## src/rtl/mmss_timer_pkg.sv

```systemverilog
package mmss_timer_pkg;
  localparam int unsigned DIGIT_W = 4;
  localparam int unsigned N_STAGES = 3;

  typedef logic [DIGIT_W-1:0] bcd_t;

  // index 0: seconds units, 1: seconds tens, 2: minutes
  function automatic int unsigned stage_last(input int unsigned idx);
    return (idx == 1) ? 5 : 9;
  endfunction

  function automatic bit stage_bit_detect(input int unsigned idx);
    return idx == 1;
  endfunction
endpackage

```

## src/rtl/timer_tick_gen.sv

```systemverilog
module timer_tick_gen #(
  parameter int unsigned DIV_SLOW = 100_000_000,
  parameter int unsigned DIV_FAST = 13_333_333
) (
  input  logic clk_i,
  input  logic rst_ni,
  input  logic fast_i,
  output logic tick_o
);
  localparam int unsigned MAX_DIV = (DIV_SLOW > DIV_FAST) ? DIV_SLOW : DIV_FAST;
  localparam int unsigned CNT_W   = (MAX_DIV > 1) ? $clog2(MAX_DIV) : 1;

  logic [CNT_W-1:0] cnt_q;
  logic [CNT_W-1:0] lim_m1;

  assign lim_m1 = fast_i ? CNT_W'(DIV_FAST - 1) : CNT_W'(DIV_SLOW - 1);
  // >= so a switch to a shorter period mid-count still wraps
  assign tick_o = (cnt_q >= lim_m1);

  always_ff @(posedge clk_i or negedge rst_ni) begin
    if (!rst_ni)     cnt_q <= '0;
    else if (tick_o) cnt_q <= '0;
    else             cnt_q <= cnt_q + 1'b1;
  end

  a_r2_cnt_advance: assert property (@(posedge clk_i) disable iff (!rst_ni)
    !tick_o |=> cnt_q == $past(cnt_q) + 1'b1);

  a_r2_cnt_restart: assert property (@(posedge clk_i) disable iff (!rst_ni)
    tick_o |=> cnt_q == '0);
endmodule

```

## src/rtl/timer_bcd_stage.sv

```systemverilog
module timer_bcd_stage
  import mmss_timer_pkg::*;
#(
  parameter int unsigned LAST       = 9,
  parameter bit          BIT_DETECT = 1'b0
) (
  input  logic clk_i,
  input  logic rst_ni,
  input  logic en_i,
  output bcd_t q_o,
  output logic wrap_o
);
  bcd_t q_q;
  bcd_t inc;
  logic hit;

  assign inc = q_q + 1'b1;

  generate
    if (BIT_DETECT) begin : g_bits
      // would-be value 0110 recognised from its two middle bits
      assign hit = inc[2] & inc[1];
    end else begin : g_cmp
      assign hit = (inc == DIGIT_W'(LAST + 1));
    end
  endgenerate

  assign wrap_o = en_i & hit;
  assign q_o    = q_q;

  always_ff @(posedge clk_i or negedge rst_ni) begin
    if (!rst_ni)   q_q <= '0;
    else if (en_i) q_q <= hit ? '0 : inc;
  end

  a_r5_in_range: assert property (@(posedge clk_i) disable iff (!rst_ni)
    q_o <= DIGIT_W'(LAST));

  a_r8_hold: assert property (@(posedge clk_i) disable iff (!rst_ni)
    !en_i |=> $stable(q_o));

  a_r4_wrap_zero: assert property (@(posedge clk_i) disable iff (!rst_ni)
    wrap_o |=> q_o == '0);

  a_r4_step_one: assert property (@(posedge clk_i) disable iff (!rst_ni)
    (en_i && !wrap_o) |=> q_o == $past(q_o) + 1'b1);
endmodule

```

## src/rtl/mmss_timer.sv

```systemverilog
module mmss_timer
  import mmss_timer_pkg::*;
#(
  parameter int unsigned DIV_SLOW = 100_000_000,
  parameter int unsigned DIV_FAST = 13_333_333
) (
  input  logic       clk_i,
  input  logic       rst_ni,
  input  logic       fast_i,
  output logic [3:0] sec_ones_o,
  output logic [3:0] sec_tens_o,
  output logic [3:0] min_o,
  output logic       rollover_o
);
  logic                tick;
  logic [N_STAGES:0]   en;
  logic [N_STAGES-1:0] wrap;
  bcd_t                digit [N_STAGES];
  logic                roll_q;

  timer_tick_gen #(
    .DIV_SLOW(DIV_SLOW),
    .DIV_FAST(DIV_FAST)
  ) u_tick (
    .clk_i (clk_i),
    .rst_ni(rst_ni),
    .fast_i(fast_i),
    .tick_o(tick)
  );

  assign en[0] = tick;

  generate
    for (genvar i = 0; i < N_STAGES; i++) begin : g_stage
      timer_bcd_stage #(
        .LAST      (stage_last(i)),
        .BIT_DETECT(stage_bit_detect(i))
      ) u_stage (
        .clk_i (clk_i),
        .rst_ni(rst_ni),
        .en_i  (en[i]),
        .q_o   (digit[i]),
        .wrap_o(wrap[i])
      );
      assign en[i+1] = wrap[i];
    end
  endgenerate

  always_ff @(posedge clk_i or negedge rst_ni) begin
    if (!rst_ni) roll_q <= 1'b0;
    else         roll_q <= en[N_STAGES];
  end

  assign sec_ones_o = digit[0];
  assign sec_tens_o = digit[1];
  assign min_o      = digit[2];
  assign rollover_o = roll_q;

  a_r7_roll_zero: assert property (@(posedge clk_i) disable iff (!rst_ni)
    rollover_o |-> (sec_ones_o == 4'd0 && sec_tens_o == 4'd0 && min_o == 4'd0));

  a_r7_roll_single: assert property (@(posedge clk_i) disable iff (!rst_ni)
    rollover_o |=> !rollover_o);

  a_r8_all_hold: assert property (@(posedge clk_i) disable iff (!rst_ni)
    !tick |=> $stable({sec_ones_o, sec_tens_o, min_o}));

  a_r6_min_range: assert property (@(posedge clk_i) disable iff (!rst_ni)
    min_o <= 4'd9);
endmodule

```

## config.mk

```make
export PLATFORM = sky130hd
export DESIGN_NAME = mmss_timer
export DESIGN_NICKNAME = d
export VERILOG_FILES = /design/src/rtl/mmss_timer_pkg.sv /design/src/rtl/timer_tick_gen.sv /design/src/rtl/timer_bcd_stage.sv /design/src/rtl/mmss_timer.sv
export SDC_FILE = /design/constraint.sdc
export NUM_CORES = 1
export LEC_CHECK = 0
export BUFFER_PORTS_ARGS = -buffer_cell sky130_fd_sc_hd__buf_2
export CORE_ASPECT_RATIO = 1.25
export CORE_MARGIN = 2
export CORE_UTILIZATION = 50
export CTS_BUF_LIST = sky130_fd_sc_hd__clkbuf_4
export DETAILED_ROUTE_END_ITERATION = 7
export GPL_ROUTABILITY_DRIVEN = 0
export HOLD_SLACK_MARGIN = 0.08
export PLACE_DENSITY = 0.66
export SYNTH_ARGS = -nofsm -noshare
export SYNTH_HDL_FRONTEND = slang
export SYNTH_SLANG_ARGS = --single-unit
```

## constraint.sdc

```tcl
create_clock -name clk_i -period 3.8 [get_ports clk_i]
set_input_delay 0.38 -clock clk_i [delete_from_list [all_inputs] [get_ports clk_i]]
set_output_delay 0.38 -clock clk_i [all_outputs]
set_load 0.1 [all_outputs]
```

==> results of run 1 <==
-- cell type report --
| class | instances | area, um2 |
|---|---|---|
| clock inverters | 2 | 35.0 |
| flip-flops and latches | 40 | 1000 |
| well taps | 60 | 75.1 |
| fillers | 434 | 2060 |
| inverters | 11 | 41.3 |
| repair buffers | 16 | 82.6 |
| clock buffers | 6 | 45.0 |
| multi-input cells | 207 | 1460 |
-- sequential cells by signal (all words and copies together) (netlist names) --
signal,flops
u_tick.cnt_q,27
g_stage.u_stage.q_o,12
rollover_o,1
-- report_power, final --
group	internal, mW	total, mW	switching, mW
combinational	0.00735	0.0287	0.0214
clock	0.145	0.280	0.135
sequential	0.426	0.427	0.00108
-- path summary, 6_finish.rpt --
| check | startpoint | to | slack [ps] | cells past startpoint |
|---|---|---|---|---|
| setup / recovery | u_tick.cnt_q[20]$_DFF_PN0_ | g_stage[0].u_stage.q_o[0]$_DFFE_PN0N_ | 1390 | 8 |
| hold / removal | rst_ni | g_stage[0].u_stage.q_o[2]$_DFFE_PN0N_ | 140 | 1 |
| setup reg to reg | u_tick.cnt_q[20]$_DFF_PN0_ | g_stage[0].u_stage.q_o[0]$_DFFE_PN0N_ | 1390 | 8 |
| hold reg to reg | u_tick.cnt_q[0]$_DFF_PN0_ | u_tick.cnt_q[0]$_DFF_PN0_ | 530 | 1 |
| max in group asynchronous | rst_ni | u_tick.cnt_q[14]$_DFF_PN0_ | 3120 | 1 |
| min in group clk_i | u_tick.cnt_q[0]$_DFF_PN0_ | u_tick.cnt_q[0]$_DFF_PN0_ | 530 | 1 |
-- metal layers --
metal  GRT usage  share of wire
met5           0              0
met4      0.0575          0.014
met3      0.0405          0.031
met2       0.308           0.49
met1       0.236           0.46
-- worst reg2reg max path: cells and delay by family (launching register included) --
kind	cells	cell delay, ps
flip-flops	1	450
multiplexers	1	380
buffers and inverters	1	330
adder cells (fa/ha/maj)	1	320
AO/OA/AOI/OAI	2	390
AND/OR/NAND/NOR	3	440
-- kinds of logic after synthesis --
group	Yosys count	share of synthesized area
AND/OR/NAND/NOR	113	0.227
AO/OA/AOI/OAI	40	0.128
flip-flops	40	0.396
XOR/XNOR	28	0.0969
adder cells (fa/ha/maj)	22	0.109
buffers and inverters	16	0.0262
multiplexers	4	0.0178
-- cell usage in the layout (no fill, tap or decap), types with 6 or more instances in the layout --
master	n
nand3_1	15
xnor2_1	10
clkbuf_4	6
a21oi_1	6
inv_1	11
xor2_1	18
nor2_1	40
ha_1	22
buf_2	15
nand4_1	11
o21ai_0	6
nand2_1	19
dfrtp_1	40
==> results.toml, run 1 <==
[clock_tree]
cts_buffer_depth = 2
insertion_delay_ps = 340
cts_sinks = 40
cts_resized = 0
numCtsBuffers = 5
htree_num_levels = 2
cts-hold-fix-buffers = 0
tritoncts = "yes"
post-cts-setup-buffer-count = 0
cts_root_buffer = "clkbuf_4"
clk_pin_slew_worst_paths_ps = 120

[sta]
final-hold-violation-count = 0
period_needed_ps = 2410
worst_pin_slew_ps = 862
finalClockSkew_ps = 8.90
rsz0062_at_grt = "no"
maxSlewHeadroom = 0.425
finalCritPeriodShare = 0.634
whs_ps = 136
max_freq_ghz = 0.415
layout_setup_ws_ps = 1390
maxSlewViolCount = 0
setup_violations = 0
fin_tns_setup_ps = 0

[power_and_ir_drop]
p_leak_nw = 1.31
power_density_nw_per_um2 = 268
ir_worst_vdd_v = 0.000269
finalPower_mw = 0.736

[placed_design]
pre_cts_slack_ps = 1050
numPortBuffers = 15
numPlacedInstances = 334
place_area_um2 = 2660
hpwl_um = 3530

[yosys]
synthFlopType = "dfrtp_1"
synth_top_area_frac = 0.396
synth.largest_area_cell = "dfrtp_1"
ys_types = 46
synthCells = 263
ys_warn_count = 0
syn_avg_cell_area_um2 = 9.62
synth_common_cells = "40 x dfrtp_1, 40 x nor2_1, 22 x ha_1"
yosysSeqAreaShare = 0.396
synth_fp_nets = 288
ys_ff_latch = 40
synthArstFlopShare = 1.00
synthTopCellsByArea = "dfrtp_1 40%, ha_1 11%, xor2_1 6.2%, nor2_1 5.9%, xnor2_1 3.5%"
synth-edff-count = 0
mappedNetlistArea_um2 = 2530

[global_routing]
gr-total-overflow = 0
grt_max_degree = 41
grt_pass1_wl_um = 8360
antenna_found_initial = 0
grt.total_usage = 0.186
grt_pass1_vias = 1858

[critical_path]
max_stage_delay_ps = 450
path_max_fanout = 32
worstPathArrival_ps = 2650
crit_chain = "ha_1 -> nand3_1 -> nor4_4 -> o2111a_2 -> o31ai_4 -> nand3_1 -> buf_4 -> mux2_2"
path_delay_family = "flip-flops"
cp_slowest_cell = "dfrtp_1"
cp-start-kind = "flip-flop"
critPathKind = "flip-flop to flip-flop"
crit_buf_inv = 1
worstPathRequired_ps = 4040
end_kind = "flip-flop"
cpMostUsedCell = "nand3_1"

[final_layout]
drive_gt1_frac = 0.124
final_nets = 306
design_area_um2 = 2740
final_util = 0.571
area_growth_pct = 8.41
diodes = 0
instances_no_fill = 342

[floorplan]
num_rows = 28
core_area_um2 = 4800
start_util = 0.527
die_h_um = 83.5
dieArea_um2 = 5650
io_pins = 16
die_w_um = 67.6

[routing]
routed_wl_um = 4810
drt_pass1_iterations = 4
ant_nets = 0
avgRoutedWirePerCell_um = 14.1
drt_iter0_markers = 114
via_count = 1965
drc_errors = 0
viasPerCell = 5.75

[worst_hold_path]
hp-class = "input port to asynchronous set/reset pin"

[job]
drv_cap = 0

[run_status]
status = "complete, no violations"
No activity file was read; power rests on OpenSTA's default activity.
==> run 2: changes to the inputs <==
==> constraint.sdc (replaced) <==
create_clock -name clk_i -period 2.5 [get_ports clk_i]
set_input_delay 0.25 -clock clk_i [delete_from_list [all_inputs] [get_ports clk_i]]
set_output_delay 0.25 -clock clk_i [all_outputs]
set_load 0.1 [all_outputs]
==> results.toml, run 2 (synthesized netlist as in run 1, its figures left out) <==
[clock_tree]
htree_num_levels = 2
numCtsBuffers = 5
cts_resized = 0
clk_pin_slew_worst_paths_ps = 120
cts_root_buffer = "clkbuf_4"
cts_sinks = 40
cts_buffer_depth = 2
tritoncts = "yes"
insertion_delay_ps = 340

[routing]
viasPerCell = 5.63
ant_nets = 0
drt_pass1_iterations = 4
drt_iter0_markers = 52
drc_errors = 0
routed_wl_um = 4750
via_count = 1977
avgRoutedWirePerCell_um = 13.5

[floorplan]
die_h_um = 83.5
dieArea_um2 = 5650
die_w_um = 67.6
io_pins = 16
core_area_um2 = 4800
num_rows = 28
start_util = 0.527

[final_layout]
final_nets = 316
largest_register_ffs = 27
final_common_cell = "nor2_1"
layout_common_cells = "40 x nor2_1, 39 x dfrtp_1, 22 x ha_1, 19 x nand2_1, 18 x xor2_1"
top_register = "u_tick.cnt_q"
diodes = 0
final_util = 0.581
drive_gt1_frac = 0.144
fillers = 443
area_growth_pct = 10.1

[placed_design]
numPortBuffers = 15
hpwl_um = 3570

[job]
drv_cap = 0

[critical_path]
worstPathRequired_ps = 2740
path_max_fanout = 5
critPathKind = "flip-flop to flip-flop"
r2r_slack_ps = 130
cp-start-kind = "flip-flop"
end_kind = "flip-flop"
worstPathArrival_ps = 2610

[worst_hold_path]
hp-class = "flip-flop to flip-flop"

[global_routing]
grt.total_usage = 0.194
grt_pass1_vias = 1950
gr-total-overflow = 0
grt_pass1_wl_um = 8650
grt_max_degree = 41
antenna_found_initial = 0

[sta]
fin_tns_setup_ps = 0
max_freq_ghz = 0.421
maxSlewViolCount = 0
setup_violations = 0
worst_pin_slew_ps = 884
period_needed_ps = 2370
rsz0062_at_grt = "no"
final-hold-violation-count = 0
maxSlewHeadroom = 0.411
finalClockSkew_ps = 14.4
whs_ps = 540
finalCritPeriodShare = 0.949

[power_and_ir_drop]
ir_worst_vdd_v = 0.000252
switching_share = 0.236
p_switching_mw = 0.235
p_seq_frac = 0.652
p_leak_nw = 1.34
p_comb_frac = 0.050
p_int_mw = 0.761
power_density_nw_per_um2 = 357
pwr-share-clk = 0.298
finalPower_mw = 0.996

[run_status]
status = "complete, no violations"
## run 2: power groups by stage
stage / logic, mW / registers (mW) / clock network (mW)
after floorplan: 0.0174 / 0.668 / 0
after global placement: 0.0491 / 0.662 / 0
after detailed placement: 0.0506 / 0.662 / 0
after CTS: 0.0518 / 0.650 / 0.316
after global routing: 0.0584 / 0.650 / 0.342
final: 0.0499 / 0.649 / 0.297
## run 2: per-stage QoR
stage | setup slack [ps] | std cells | instance area (um2)
floorplan | 3.39 | 263 | 2530
detailed placement | -24.1 | 343 | 2730
CTS | 110 | 351 | 2790
finish | 127 | 351 | 2790
global placement | 28.7 | 343 | 2730
global route | 0.178 | 351 | 2790
## run 2: final timing paths
path / from / endpoint / depth (start not counted)
max in group asynchronous: rst_ni / g_stage[0].u_stage.q_o[0]$_DFFE_PN0N_ / 2
min reg2reg: u_tick.cnt_q[0]$_DFF_PN0_ / u_tick.cnt_q[0]$_DFF_PN0_ / 1
min in group asynchronous: rst_ni / g_stage[0].u_stage.q_o[3]$_DFFE_PN0N_ / 2
min: u_tick.cnt_q[0]$_DFF_PN0_ / u_tick.cnt_q[0]$_DFF_PN0_ / 1
max reg2reg: u_tick.cnt_q[24]$_DFF_PN0_ / g_stage[2].u_stage.q_o[1]$_DFFE_PN0P_ / 7
max: u_tick.cnt_q[24]$_DFF_PN0_ / g_stage[2].u_stage.q_o[1]$_DFFE_PN0P_ / 7
## run 2: routing by layer
metal	track usage	vias to the layer above	part of all wire
met5	0	-	0
met4	0.0705	0	0.018
met3	0.0364	8	0.024
met2	0.315	25	0.49
met1	0.251	935	0.46
li1	-	1009	-
## run 2: final cells by class
type	count	area, um2	area share
multi-input cells	207	1460	0.525
flip-flops and latches	40	1000	0.360
repair buffers	26	160	0.0575
well taps	60	75.1	0.0269
inverters	11	41.3	0.0148
clock buffers	5	37.5	0.0135
clock inverters	2	7.51	0.00269
## run 2: critical path, cell delays in order, from the launching register on
cell	delay, ps
dfrtp_1	450
ha_1	300
nand2_1	90
nor4_4	290
o2111a_2	290
o31ai_4	100
a311oi_4	390
mux2_1	350
## run 2: timing repair
action / CTS / global route
setup buffers: 0 / 0
hold buffers: 1 / 0
hold endpoints to repair: 40 / 0
